<file path="src/rtl/ctw_pkg.sv">
package ctw_pkg;
    localparam int IR_W = 3;

    typedef enum logic [IR_W-1:0] {
        I_BYPASS = 3'b000,
        I_EXT    = 3'b001,
        I_INT    = 3'b010,
        I_PRE    = 3'b011
    } instr_e;

    typedef struct packed {
        logic ext;      // output side driven from update stage
        logic intl;     // input side driven from update stage
        logic bnd_sel;  // boundary register on the serial path
    } mode_t;
endpackage

</file>
<file path="src/rtl/ctw_ir.sv">
module ctw_ir
    import ctw_pkg::*;
(
    input  logic  clk,
    input  logic  rst_n,
    input  logic  sel,
    input  logic  shift,
    input  logic  capture,
    input  logic  update,
    input  logic  si,
    output logic  so_ir,
    output mode_t mode
);
    typedef struct packed {
        logic [IR_W-1:0] sh;
        logic [IR_W-1:0] act;
    } ir_st_t;

    ir_st_t st_d, st_q;

    always_comb begin
        st_d = st_q;
        if (sel) begin
            if (capture)
                st_d.sh = st_q.act;
            else if (shift)
                st_d.sh = {si, st_q.sh[IR_W-1:1]};
            if (update)
                st_d.act = st_q.sh;
        end
    end

    always_ff @(posedge clk or negedge rst_n) begin
        if (!rst_n) begin
            st_q.sh  <= '0;
            st_q.act <= I_BYPASS;
        end else begin
            st_q <= st_d;
        end
    end

    assign so_ir = st_q.sh[0];

    // unused codes fall back to bypass
    always_comb begin
        mode = '0;
        case (st_q.act)
            I_EXT:   begin mode.ext  = 1'b1; mode.bnd_sel = 1'b1; end
            I_INT:   begin mode.intl = 1'b1; mode.bnd_sel = 1'b1; end
            I_PRE:   mode.bnd_sel = 1'b1;
            default: mode = '0;
        endcase
    end

    p_ir_hold_r2: assert property (@(posedge clk) disable iff (!rst_n)
        !(sel && update) |=> $stable(st_q.act));

    p_ir_shift_r2: assert property (@(posedge clk) disable iff (!rst_n)
        (sel && shift && !capture) |=> (st_q.sh[IR_W-1] == $past(si)));
endmodule

</file>
<file path="src/rtl/ctw_bypass.sv">
module ctw_bypass (
    input  logic clk,
    input  logic rst_n,
    input  logic sel,
    input  logic shift,
    input  logic capture,
    input  logic si,
    output logic so_byp
);
    typedef struct packed {
        logic bit0;
    } byp_st_t;

    byp_st_t st_d, st_q;

    always_comb begin
        st_d = st_q;
        if (sel) begin
            if (capture)
                st_d.bit0 = 1'b0;
            else if (shift)
                st_d.bit0 = si;
        end
    end

    always_ff @(posedge clk or negedge rst_n) begin
        if (!rst_n)
            st_q <= '0;
        else
            st_q <= st_d;
    end

    assign so_byp = st_q.bit0;

    p_bypass_delay_r5: assert property (@(posedge clk) disable iff (!rst_n)
        (sel && shift && !capture) |=> (so_byp == $past(si)));

    p_bypass_cap_r11: assert property (@(posedge clk) disable iff (!rst_n)
        (sel && capture) |=> (so_byp == 1'b0));
endmodule

</file>
<file path="src/rtl/ctw_bcell.sv">
module ctw_bcell (
    input  logic clk,
    input  logic rst_n,
    input  logic sh_en,
    input  logic cap_en,
    input  logic upd_en,
    input  logic use_upd,
    input  logic scan_in,
    input  logic func_in,
    output logic scan_out,
    output logic func_out
);
    typedef struct packed {
        logic sh;
        logic upd;
    } cell_st_t;

    cell_st_t st_d, st_q;

    always_comb begin
        st_d = st_q;
        if (cap_en)
            st_d.sh = func_in;
        else if (sh_en)
            st_d.sh = scan_in;
        if (upd_en)
            st_d.upd = st_q.sh;
    end

    always_ff @(posedge clk or negedge rst_n) begin
        if (!rst_n)
            st_q <= '0;
        else
            st_q <= st_d;
    end

    assign scan_out = st_q.sh;
    assign func_out = use_upd ? st_q.upd : func_in;

    // driven value only moves on update
    p_hold_drive_r10: assert property (@(posedge clk) disable iff (!rst_n)
        !upd_en |=> $stable(st_q.upd));
endmodule

</file>
<file path="src/rtl/core_test_wrapper.sv">
module core_test_wrapper
    import ctw_pkg::*;
#(
    parameter int N_IN  = 4,
    parameter int N_OUT = 4
) (
    input  logic             wclk,
    input  logic             wrst_n,
    input  logic             sel_ir,
    input  logic             shift_en,
    input  logic             capture_en,
    input  logic             update_en,
    input  logic             si,
    output logic             so,
    input  logic [N_IN-1:0]  host_in,
    output logic [N_IN-1:0]  core_in,
    input  logic [N_OUT-1:0] core_out,
    output logic [N_OUT-1:0] host_out
);
    localparam int LEN = N_IN + N_OUT;

    mode_t      mode;
    logic       ir_so, byp_so;
    logic       cap_g, sh_g, up_g, byp_sel;
    logic [LEN:0] link;

    ctw_ir u_ir (
        .clk(wclk), .rst_n(wrst_n), .sel(sel_ir), .shift(shift_en),
        .capture(capture_en), .update(update_en), .si(si),
        .so_ir(ir_so), .mode(mode)
    );

    assign byp_sel = !sel_ir && !mode.bnd_sel;

    ctw_bypass u_byp (
        .clk(wclk), .rst_n(wrst_n), .sel(byp_sel), .shift(shift_en),
        .capture(capture_en), .si(si), .so_byp(byp_so)
    );

    // boundary strobes: capture wins over shift
    assign cap_g = capture_en && !sel_ir && mode.bnd_sel;
    assign sh_g  = shift_en && !capture_en && !sel_ir && mode.bnd_sel;
    assign up_g  = update_en && !sel_ir && mode.bnd_sel;

    assign link[LEN] = si;

    generate
        for (genvar k = 0; k < N_IN; k++) begin : g_in
            ctw_bcell u_cell (
                .clk(wclk), .rst_n(wrst_n),
                .sh_en(sh_g), .cap_en(cap_g && mode.ext), .upd_en(up_g),
                .use_upd(mode.intl),
                .scan_in(link[k+1]), .func_in(host_in[k]),
                .scan_out(link[k]), .func_out(core_in[k])
            );
        end
        for (genvar j = 0; j < N_OUT; j++) begin : g_out
            ctw_bcell u_cell (
                .clk(wclk), .rst_n(wrst_n),
                .sh_en(sh_g), .cap_en(cap_g && mode.intl), .upd_en(up_g),
                .use_upd(mode.ext),
                .scan_in(link[N_IN+j+1]), .func_in(core_out[j]),
                .scan_out(link[N_IN+j]), .func_out(host_out[j])
            );
        end
    endgenerate

    assign so = sel_ir ? ir_so : (mode.bnd_sel ? link[0] : byp_so);

    // a full boundary shift moves si toward so one cell per clock
    p_chain_tail_r6: assert property (@(posedge wclk) disable iff (!wrst_n)
        sh_g |=> (link[LEN-1] == $past(si)));
endmodule

</file>
<file path="config.mk">
export PLATFORM = sky130hd
export DESIGN_NAME = core_test_wrapper
export DESIGN_NICKNAME = d
export VERILOG_FILES = /design/src/rtl/ctw_pkg.sv /design/src/rtl/ctw_ir.sv /design/src/rtl/ctw_bypass.sv /design/src/rtl/ctw_bcell.sv /design/src/rtl/core_test_wrapper.sv
export SDC_FILE = /design/constraint.sdc
export NUM_CORES = 1
export LEC_CHECK = 0
export CAP_MARGIN = 20
export CORE_ASPECT_RATIO = 0.9
export CORE_MARGIN = 2
export CORE_UTILIZATION = 50
export DETAILED_ROUTE_END_ITERATION = 8
export PLACE_DENSITY = 0.78
export SLEW_MARGIN = 20
export SYNTH_ARGS = -nofsm -noshare
export SYNTH_HDL_FRONTEND = slang
export SYNTH_HIERARCHICAL = 1
export SYNTH_SLANG_ARGS = --single-unit
</file>
<file path="constraint.sdc">
create_clock -name wclk -period 2.1 [get_ports wclk]
set_input_delay 0.42 -clock wclk [delete_from_list [all_inputs] [get_ports wclk]]
set_output_delay 0.42 -clock wclk [all_outputs]
set_load 0.02 [all_outputs]
</file>
==> impl_metrics.ini <==
[clock_network]
numCtsBuffers = 3
ctsLongestPathBuffers = 2
root_buffer = clkbuf_4
cts_tree = done
cts-hold-fix-buffers = 0
htreeDepth = 1
cts_sinks = 23
clk_latency_ns = 0.31
clk_transition_reported_paths_ns = 0.12

[floorplanning]
start_util_pct = 53.1
die_w_um = 55.0
core_area_um2 = 2200
io_pins = 24
die_h_um = 49.9
num_rows = 16
dieArea_um2 = 2740

[setup_path]
critPathTopFamily = buffers and inverters
setup.worst_path.end_class = output pin
crit_path_max_incr_delay_ns = 0.44
path_cells = nor3b_2 -> buf_4 -> buf_4 -> mux2_4 -> buf_4
startpoint_type = register
r2r-start = u_ir/st_q[0]
cp-startpoint = u_ir/st_q[0]
cpMostUsedCell = buf_4
cp_data_arrival_time_ns = 1.70
cp_data_required_time_ns = 1.68
crit_fanout = 4
slowest_stage = dfrtp_1
critPathKind = register to output pin
crit_buf_inv = 3

[yosys]
async_flop_share_pct = 100
postSynthAreaPerCell_um2 = 12.0
yosysWarnings = 6
synth_top_area_share_pct = 49.3
yosysTopAreaCell = dfrtp_1
synth_top_flop_cell = dfrtp_1
ys_types = 22
yosysSeqAreaShare_pct = 49.3
synth.ff_latch_count = 23
synth_edf_count = 0
synth_cells = 97
ys_top_cells_by_area = dfrtp_1 (49%), mux2_1 (11%), mux2_4 (10%), mux2i_1 (8.6%), nand2_1 (3.5%)
netlist_area_um2 = 1170
syn-num-nets = 112

[power_and_ir_drop]
p_leak_nw = 0.696
vdd.ir_drop.worst_uv = 717
power_density_nw_per_um2 = 987

[sta]
worst_pin_slew_ns = 0.290
rsz0062_at_grt = yes
hold_violations = 0
post-route-period-util_pct = 101
layout_min_cycle_time_ns = 2.12
setup_slack_ns = -0.0176
clock.fmax_mhz = 472
whs_ns = 0.444
skew_ns = 0.00892
setup_viol = 2
slew_headroom_pct = 80.6
finalMaxSlewViolations = 0

[placed_design]
dpl.cell_count = 154
place_ws_ns = 0.0134
place_hpwl_um = 1780
place_area_um2 = 1490
gp_congestion = 0.730
portBuffers = 23

[layout]
area_growth_pct = 32.4
n_antenna_cell = 0
fill_cells = 174
instances_no_fill = 165
nets = 154
seq_area_um2 = 576
drive_gt1_share_pct = 27.5
stdcell_area_um2 = 1550
multi_input_area_um2 = 599

[job]
maxCapViolCount = 0

[global_routing]
grt_max_degree = 24
grtUsageMet2_pct = 34.7
use_met3_pct = 6.36
grtUsageMet1_pct = 23.9
grt_pass1_vias = 882
overflow = 0
busiest_layer = met2
grt_pass1_wl_um = 3900
grt_use_total_pct = 20.0
grt_antenna_before_repair = 0

[hold_path]
hold_path_class = primary input to async pin

[routing]
vias = 905
drt_first_iter_violations = 11
wl_per_cell_um = 15.4
drt_wl_total_um = 2540
drt_first_pass_iters = 4
postRouteAntennaNets = 0
viasPerCell = 5.48
drcViolationCount = 0

[status]
violations = setup timing
outcome = finished with violations
[layout by cell type (no fill, tap or decap), drive strengths merged, types with 2 or more instances in the layout]
master,count
a21oi,2
and3,2
buf,22
clkbuf,4
clkdlybuf4s50,14
dfrtp,23
mux2,19
mux2i,10
nand2,12
nand2b,2
nor2,5
nor3b,2
o21ai,9
o22ai,2
o32ai,2
[per-stage QoR]
step	TNS, ns	utilization, %	power [mW]
3_5_place_dp	0	67.4	1.28
4_1_cts	0	70.3	1.50
5_1_grt	-0.309	70.3	1.64
3_3_place_gp	0	67.4	1.25
6_report	-0.0190	70.3	1.53
2_1_floorplan	0	-	1.06
[path summary, 6_finish.rpt]
check / cells after the start / to / slack, ns
hold / removal: 2 / g_in[0].u_cell/scan_out / 0.44
min in group wclk: 1 / g_in[3].u_cell/st_q[0] / 0.50
hold reg to reg: 1 / g_in[3].u_cell/st_q[0] / 0.50
setup reg to reg: 6 / g_in[1].u_cell/st_q[0] / 0.36
setup / recovery: 5 / host_out[0] / -0.02
max in group asynchronous: 2 / u_ir/so_ir / 1.42
[state kept, by name, indices dropped and copies added (netlist names)]
register and count:
g_out.u_cell/st_q 4, u_byp/so_byp 1, g_in.u_cell/st_q 4, u_ir/so_ir 1, g_out.u_cell/scan_out 4, g_in.u_cell/scan_out 4, u_ir/st_q 5
[cell families after synthesis]
kind of cell           after synthesis  synth area share (%)
multiplexers                        29                  29.4
AND/OR/NAND/NOR                     28                  13.0
flip-flops                          23                  49.3
AO/OA/AOI/OAI                       16                  8.03
buffers and inverters                1                 0.321
[cell usage after synthesis, types with 2 or more instances]
cell,number
and3_1,2
mux2_4,8
nor3b_1,2
nand2_1,11
a21oi_1,2
mux2_1,11
nand2b_1,2
o22ai_1,2
mux2i_1,10
dfrtp_1,23
nor2_1,5
o21ai_1,8
o32ai_1,2
[cell type report]
class / instances / share of cell area (%)
timing repair buffer: 37 / 20.0
sequential: 23 / 37.2
tap: 27 / 2.18
clock buffer: 4 / 1.70
multi-input combinational: 73 / 38.7
inverter: 1 / 0.243
[routing by layer]
metal  share of wire [%]  wire length (um)
met2                  53              1350
met4                 1.3                34
met5                   0                 0
met3                 4.3               108
met1                  41              1050
[where the power goes]
group	leakage (nW)	switching [mW]	total [mW]	internal [mW]
logic	0.393	0.244	0.580	0.336
clock network	0.0150	0.120	0.194	0.0742
registers	0.289	0.138	0.753	0.615
[timing repair]
item / CTS / global route
gates resized for setup: 27 / 9
gates cloned: 0 / 0
setup endpoints to repair: 9 / 9
setup buffers: 4 / 3
No activity file was read; power rests on OpenSTA's default activity.
